## src/rtl/sync_phase_tx_pkg.sv

```systemverilog
// Shared types and limits for the phase-aligned synchronous transmitter.
package sync_phase_tx_pkg;
    // Shortest ordinary bit, in fast-clock cycles
    localparam int MIN_BIT   = 3;
    // Shortest start bit, in fast-clock cycles
    localparam int MIN_START = 6;

    // Pending start-bit correction
    typedef enum logic [1:0] {
        ADJ_NONE  = 2'd0,
        ADJ_LONG  = 2'd1,
        ADJ_SHORT = 2'd2
    } adj_t;
endpackage

```

## src/rtl/sync_ref_filter.sv

```systemverilog
// Two-flop synchroniser followed by a persistence filter for the returned
// host clock. A new level is accepted only after it has been sampled on
// filt_len consecutive cycles (0 counts as 1). Assumes ref_raw is asynchronous.
module sync_ref_filter #(
    parameter int FILT_W = 4
) (
    input  logic              clk,
    input  logic              rst_n,
    input  logic              ref_raw,
    input  logic [FILT_W-1:0] filt_len,
    output logic              level
);
    logic              sync1, sync2;
    logic [FILT_W-1:0] run_cnt;
    logic [FILT_W-1:0] need;

    // Effective number of samples required
    always_comb need = (filt_len == '0) ? FILT_W'(1) : filt_len;

    // Bring the reference into the clock domain
    always_ff @(posedge clk) begin
        if (!rst_n) begin
            sync1 <= 1'b0;
            sync2 <= 1'b0;
        end else begin
            sync1 <= ref_raw;
            sync2 <= sync1;
        end
    end

    // Count consecutive differing samples and switch level when enough are seen
    always_ff @(posedge clk) begin
        if (!rst_n) begin
            level   <= 1'b0;
            run_cnt <= '0;
        end else if (sync2 == level) begin
            run_cnt <= '0;
        end else if (run_cnt == need - FILT_W'(1)) begin
            level   <= sync2;
            run_cnt <= '0;
        end else begin
            run_cnt <= run_cnt + FILT_W'(1);
        end
    end
endmodule

```

## src/rtl/sync_phase_meter.sv

```systemverilog
// Times the filtered reference rising edge against the last falling edge of
// the generated clock, and turns a delay inside the forbidden window into a
// start-bit correction request. A capture overrides consumption in the same cycle.
module sync_phase_meter
    import sync_phase_tx_pkg::*;
#(
    parameter int CNT_W = 8
) (
    input  logic             clk,
    input  logic             rst_n,
    input  logic             sclk,
    input  logic             ref_lvl,
    input  logic [CNT_W-1:0] win_lo,
    input  logic [CNT_W-1:0] win_hi,
    input  logic             start_take,
    output logic [CNT_W-1:0] phase,
    output adj_t             adj_req
);
    logic             sclk_q, lvl_q;
    logic [CNT_W-1:0] timer;
    logic             rise, in_win;
    logic [CNT_W-1:0] to_lo, to_hi;

    // Edge detection and window distance
    always_comb begin
        rise   = ref_lvl && !lvl_q;
        in_win = (timer >= win_lo) && (timer <= win_hi);
        to_lo  = timer - win_lo;
        to_hi  = win_hi - timer;
    end

    // Saturating delay timer restarted at each generated falling edge
    always_ff @(posedge clk) begin
        if (!rst_n) begin
            sclk_q <= 1'b1;
            lvl_q  <= 1'b0;
            timer  <= '0;
        end else begin
            sclk_q <= sclk;
            lvl_q  <= ref_lvl;
            if (sclk_q && !sclk)
                timer <= CNT_W'(1);
            else if (timer != '1)
                timer <= timer + CNT_W'(1);
        end
    end

    // Capture the delay and update the pending correction
    always_ff @(posedge clk) begin
        if (!rst_n) begin
            phase   <= '0;
            adj_req <= ADJ_NONE;
        end else if (rise) begin
            phase <= timer;
            if (in_win)
                adj_req <= (to_lo <= to_hi) ? ADJ_LONG : ADJ_SHORT;
            else
                adj_req <= ADJ_NONE;
        end else if (start_take) begin
            adj_req <= ADJ_NONE;
        end
    end
endmodule

```

## src/rtl/sync_tx_engine.sv

```systemverilog
// Frame sequencer: start bit, eight data bits LSB first, one or two stop
// bits. Each bit has its own length counter. The clock is low for the first
// half of a bit, and data changes only at bit boundaries. The start-bit length
// carries the pending correction; ordinary bits never fall below MIN_BIT.
module sync_tx_engine
    import sync_phase_tx_pkg::*;
#(
    parameter int LEN_W = 8
) (
    input  logic             clk,
    input  logic             rst_n,
    input  logic             in_valid,
    output logic             in_ready,
    input  logic [7:0]       in_data,
    input  logic [LEN_W-1:0] cfg_bit_len,
    input  logic [LEN_W-1:0] cfg_start_len,
    input  logic             cfg_stop2,
    input  adj_t             adj_req,
    output logic             start_take,
    output logic             sclk,
    output logic             sdata
);
    localparam int CW = LEN_W + 1;

    logic          busy, stop2_q;
    logic [3:0]    bit_idx, last_idx;
    logic [CW-1:0] cnt, cur_len, norm_len;
    logic [10:0]   frame;
    logic [CW-1:0] base, adjd, start_len, bit_len_calc;

    // Effective start and ordinary bit lengths with their floors
    always_comb begin
        base = {1'b0, cfg_start_len};
        case (adj_req)
            ADJ_LONG:  adjd = base + CW'(1);
            ADJ_SHORT: adjd = (base == '0) ? '0 : base - CW'(1);
            default:   adjd = base;
        endcase
        start_len    = (adjd < CW'(MIN_START)) ? CW'(MIN_START) : adjd;
        bit_len_calc = ({1'b0, cfg_bit_len} < CW'(MIN_BIT)) ? CW'(MIN_BIT)
                                                            : {1'b0, cfg_bit_len};
    end

    // Handshake and line outputs
    always_comb begin
        in_ready   = !busy;
        start_take = in_valid && !busy;
        last_idx   = stop2_q ? 4'd10 : 4'd9;
        sclk       = !(busy && (cnt < (cur_len >> 1)));
        sdata      = busy ? frame[0] : 1'b1;
    end

    // Bit sequencing and length counting
    always_ff @(posedge clk) begin
        if (!rst_n) begin
            busy     <= 1'b0;
            stop2_q  <= 1'b0;
            bit_idx  <= '0;
            cnt      <= '0;
            cur_len  <= CW'(MIN_START);
            norm_len <= CW'(MIN_BIT);
            frame    <= '1;
        end else if (!busy) begin
            if (in_valid) begin
                busy     <= 1'b1;
                bit_idx  <= '0;
                cnt      <= '0;
                cur_len  <= start_len;
                norm_len <= bit_len_calc;
                stop2_q  <= cfg_stop2;
                frame    <= {2'b11, in_data, 1'b0};
            end
        end else if (cnt == cur_len - CW'(1)) begin
            if (bit_idx == last_idx) begin
                busy <= 1'b0;
            end else begin
                bit_idx <= bit_idx + 4'd1;
                cnt     <= '0;
                cur_len <= norm_len;
                frame   <= {1'b1, frame[10:1]};
            end
        end else begin
            cnt <= cnt + CW'(1);
        end
    end
endmodule

```

## src/rtl/sync_phase_tx.sv

```systemverilog
// Top level: transmitter engine, reference filter and phase meter.
// Assumes ref_clk_in is asynchronous and much slower than clk.
module sync_phase_tx
    import sync_phase_tx_pkg::*;
#(
    parameter int LEN_W  = 8,
    parameter int CNT_W  = 8,
    parameter int FILT_W = 4
) (
    input  logic              clk,
    input  logic              rst_n,
    input  logic              in_valid,
    output logic              in_ready,
    input  logic [7:0]        in_data,
    input  logic [LEN_W-1:0]  cfg_bit_len,
    input  logic [LEN_W-1:0]  cfg_start_len,
    input  logic              cfg_stop2,
    input  logic [FILT_W-1:0] cfg_filt_len,
    input  logic [CNT_W-1:0]  cfg_win_lo,
    input  logic [CNT_W-1:0]  cfg_win_hi,
    input  logic              ref_clk_in,
    output logic              sclk_out,
    output logic              sdata_out,
    output logic [CNT_W-1:0]  phase_out
);
    logic ref_lvl;
    logic start_take;
    adj_t adj_req;

    sync_ref_filter #(.FILT_W(FILT_W)) u_filter (
        .clk      (clk),
        .rst_n    (rst_n),
        .ref_raw  (ref_clk_in),
        .filt_len (cfg_filt_len),
        .level    (ref_lvl)
    );

    sync_phase_meter #(.CNT_W(CNT_W)) u_meter (
        .clk        (clk),
        .rst_n      (rst_n),
        .sclk       (sclk_out),
        .ref_lvl    (ref_lvl),
        .win_lo     (cfg_win_lo),
        .win_hi     (cfg_win_hi),
        .start_take (start_take),
        .phase      (phase_out),
        .adj_req    (adj_req)
    );

    sync_tx_engine #(.LEN_W(LEN_W)) u_engine (
        .clk           (clk),
        .rst_n         (rst_n),
        .in_valid      (in_valid),
        .in_ready      (in_ready),
        .in_data       (in_data),
        .cfg_bit_len   (cfg_bit_len),
        .cfg_start_len (cfg_start_len),
        .cfg_stop2     (cfg_stop2),
        .adj_req       (adj_req),
        .start_take    (start_take),
        .sclk          (sclk_out),
        .sdata         (sdata_out)
    );
endmodule

```

## config.mk

```make
export PLATFORM = sky130hd
export DESIGN_NAME = sync_phase_tx
export DESIGN_NICKNAME = d
export VERILOG_FILES = /design/src/rtl/sync_phase_tx_pkg.sv /design/src/rtl/sync_ref_filter.sv /design/src/rtl/sync_phase_meter.sv /design/src/rtl/sync_tx_engine.sv /design/src/rtl/sync_phase_tx.sv
export SDC_FILE = /design/constraint.sdc
export NUM_CORES = 1
export LEC_CHECK = 0
export ABC_AREA = 1
export CORE_ASPECT_RATIO = 0.5
export CORE_MARGIN = 4
export CORE_UTILIZATION = 30
export CTS_CLUSTER_SIZE = 12
export DETAILED_ROUTE_END_ITERATION = 7
export PLACE_DENSITY = 0.45
export SETUP_SLACK_MARGIN = 0.05
export SLEW_MARGIN = 30
export SYNTH_ARGS = -nofsm -noshare
export SYNTH_HDL_FRONTEND = slang
export SYNTH_SLANG_ARGS = --single-unit
```

## constraint.sdc

```tcl
create_clock -name clk -period 8.7 [get_ports clk]
set_clock_uncertainty 0.1 [all_clocks]
set_input_delay 1.74 -clock clk [delete_from_list [all_inputs] [get_ports clk]]
set_output_delay 1.74 -clock clk [all_outputs]
set_load 0.05 [all_outputs]
```

==> flow_summary.toml <==
[cts]
clock_latency_ps = 320
post-cts-setup-buffers = 0
clock-sinks = 68
htreeDepth = 3
ctsResizeCount = 0
clk_pin_slew_worst_paths_ps = 50
cts_tree = "built"
clockRootBuffer = "clkbuf_16"
cts.path.max_buffers = 2
cts_hold_buf = 0
cts-buffers-inserted = 9

[synthesis]
synth.area.top_cells = "dfxtp_1 (27%), nand2_1 (13%), ha_1 (10%)"
synth.avg_cell_area_sq_um = 6.66
syn_nets = 837
yosys.area.top_type = "dfxtp_1"
yosys-top-cells-count = "nand2_1 (177), inv_1 (97), nand3_1 (70)"
synth-xor-area-share_pct = 6.00
ys_async_sr_fraction_pct = 0
synthCells = 745
yosysSeqAreaShare_pct = 27.4
ys_ff_latch = 68
synth_area_sq_um = 4960
yosysUniqueCellTypes = 41
synth-simple-area-share_pct = 31.3
synth_edf_count = 0
ys.warnings.count = 0
synth_compound_area_share_pct = 13.9
synth_top_area_share_pct = 27.4
synth_adder_area_share_pct = 11.1
yosys-mux-area-fraction_pct = 0
yosysMostFrequentCell = "nand2_1"
synth_top_family_by_area = "simple AND/OR/NAND/NOR gates"
synth_ff_type = "dfxtp_1"

[setup_path]
cp_cell_sequence = "clkdlybuf4s50_1, inv_1, ha_1, nand2_1, o21ai_0, a21oi_1, o21ai_0, nand2_1, nand2_1, a21oi_1, xor2_1, ha_1, nand2_1, nor2_1, nand2_1, o211ai_1, nand2_1, nor2_1, nand3_1, a21oi_1"
path_common_cell = "nand2_1"
path_delay_family = "compound AO/OA/AOI/OAI gates"
critPathArrivalTime_ps = 4780
critPathMaxStageDelay_ps = 460
required_ps = 8840
start_kind = "input pin"
critPathKind = "input pin to register"
path_max_fanout = 4
critical_path_depth = 20
path_buf_inv = 2
critPathCaptureType = "register"
rr_worst_depth = 20
crit_slowest_cell = "clkdlybuf4s50_1"

[layout]
layout-drive-gt1-share_pct = 4.99
final_util_pct = 38.2
seq_area_sq_um = 1360
antenna_cells = 0
final_net_count = 889
n_fill_cell = 1719
area_growth_pct = 21.8
multiInputGateArea_sq_um = 3090
finalInstanceArea_sq_um = 6040

[placement]
dpl_cell_area_sq_um = 5730
dpl.hpwl_microns = 10500
port_buffers = 59
routabilityCongestion = 0.793

[sta]
fmax_mhz = 216
hold_viol = 0
fin_crit_ps = 4640
worstMarginPinSlew_ps = 731
finalSetupViolCount = 0
rsz0062_at_grt = "no"
slew_headroom_pct = 51.1
timing.final.max_slew_violations = 0
finalSetupTns_ps = 0
period_share_pct = 53.3

[grt]
antenna_found_initial = 0
grt_pass1_vias = 4560
grt_first_pass_wirelength_microns = 22900
grt_start_max_net_pins = 31
grt_usage_pct = 14.7
overflow = 0

[worst_hold_path]
hold_class = "register to register"
hold_depth = 2

[power_and_ir_drop]
ir_worst_vdd_uv = 80.7
switching_power_w = 0.000305
swShare_pct = 30.9
p_comb_share_pct = 25.4
pwr-share-clk_pct = 39.0
power_density_nw_per_um2 = 163
total_leakage_power_nw = 2.70
pwr-share-seq_pct = 35.7
p_int_w = 0.000680

[route]
post_drt_wl_per_cell_microns = 13.3
drt_pass1_iterations = 4
drc = 0
vias = 4759
drt_wl_total_microns = 13600
viasPerCell = 4.65
ant_nets = 0
drtIter0Drc = 226

[floorplan]
die-area_sq_um = 18800
core_area_sq_um = 15800
rows = 32
die_w_microns = 190
fp.dieH_microns = 98.9
initial_core_util_pct = 31.4
ios = 60

[run_status]
status = "complete, no violations"

[flow_run]
cap_violations = 0
-- routing by layer --
layer / track usage, % / part of all wire (%) / up-vias
met5: 0 / 0 / -
met3: 3.08 / 2.7 / 2
li1: - / - / 2545
met2: 24.2 / 46 / 67
met1: 20.5 / 51 / 2145
met4: 1.83 / 0.25 / 0
-- final timing paths --
kind	from	endpoint	slack [ps]
worst min register to register	u_filter.sync1	u_filter.sync2	320
worst max register to register	u_meter.timer[2]	u_meter.adj_req[1]	5460
worst max-delay path	cfg_win_lo[2]	u_meter.adj_req[1]	4060
worst min-delay path	u_filter.sync1	u_filter.sync2	320
-- per-stage QoR --
stage               worst slack (ps)  cells  total power (W)  hold WS, ps
floorplan                       4570    745         0.000533          290
global placement                3860   1007         0.000609          307
detailed placement              3750   1007         0.000610          308
CTS                             4060   1023          0.00100          327
global route                    3720   1023          0.00105          339
finish                          4060   1023         0.000985          319
-- power groups by stage --
stage / sequential, W / combinational (W) / clock, W
after global routing: 0.000354 / 0.000285 / 0.000410
after detailed placement: 0.000358 / 0.000252 / 0
after floorplan: 0.000360 / 0.000173 / 0
final: 0.000351 / 0.000250 / 0.000384
after CTS: 0.000351 / 0.000254 / 0.000395
after global placement: 0.000357 / 0.000251 / 0
-- layout by cell type, fill, tap and decap left out, types with 2 or more instances in the layout --
| master | instances |
|---|---|
| a21o_1 | 2 |
| a21oi_1 | 56 |
| a21oi_2 | 3 |
| a22o_1 | 6 |
| a31oi_1 | 3 |
| buf_4 | 3 |
| bufinv_16 | 2 |
| clkbuf_1 | 3 |
| clkbuf_16 | 9 |
| clkdlybuf4s50_1 | 59 |
| clkinv_1 | 2 |
| dfxtp_1 | 68 |
| fa_1 | 2 |
| ha_1 | 41 |
| inv_1 | 97 |
| inv_2 | 4 |
| nand2_1 | 177 |
| nand2_2 | 2 |
| nand3_1 | 70 |
| nand3_2 | 2 |
| nand4_1 | 18 |
| nor2_1 | 66 |
| nor2_2 | 4 |
| nor3_1 | 8 |
| o211ai_1 | 3 |
| o21ai_0 | 38 |
| o32a_1 | 2 |
| or2_2 | 4 |
| xnor2_1 | 12 |
| xor2_1 | 22 |
-- state kept, by name, summed over array words and instances, names as in the netlist --
register           flops
u_engine.cnt           9
u_engine.cur_len       9
u_engine.frame         9
u_engine.norm_len      8
u_meter.phase          8
u_meter.timer          8
u_engine.bit_idx       4
u_filter.run_cnt       4
u_meter.adj_req        2
u_engine.busy          1
u_engine.stop2_q       1
u_filter.level         1
u_filter.sync1         1
u_filter.sync2         1
u_meter.lvl_q          1
u_meter.sclk_q         1
-- final cells by class --
cell class                 count  area share [%]
timing repair buffer          62            10.1
multi-input combinational    553            51.2
clock inverter                 4            1.22
tap                          221            4.58
clock buffer                  12            3.91
inverter                     103            6.40
sequential                    68            22.5
-- worst register-to-register path, cell delays in order (launching register included) --
cell and delay (ps):
dfxtp_1 450, inv_1 130, ha_1 350, a21oi_1 140
o21ai_0 150, nand2_1 90, nand2_1 50, a21oi_1 190
nor2_1 60, o21ai_0 140, nand2_1 80, xor2_1 150
ha_1 300, nand2_1 80, nor2_1 140, nand2_1 70
o211ai_1 90, nand2_1 100, nor2_1 90, nand3_1 70
a21oi_1 130
-- cells by family (layout without fill, tap and decap cells) --
logic type               count (synthesis)  in the layout
XOR/XNOR                                34             34
AND/OR/NAND/NOR                        357            357
buffers and inverters                  124            181
AO/OA/AOI/OAI                          119            119
adder cells (fa/ha/maj)                 43             43
flip-flops                              68             68
(Power assumes the default switching activity.)
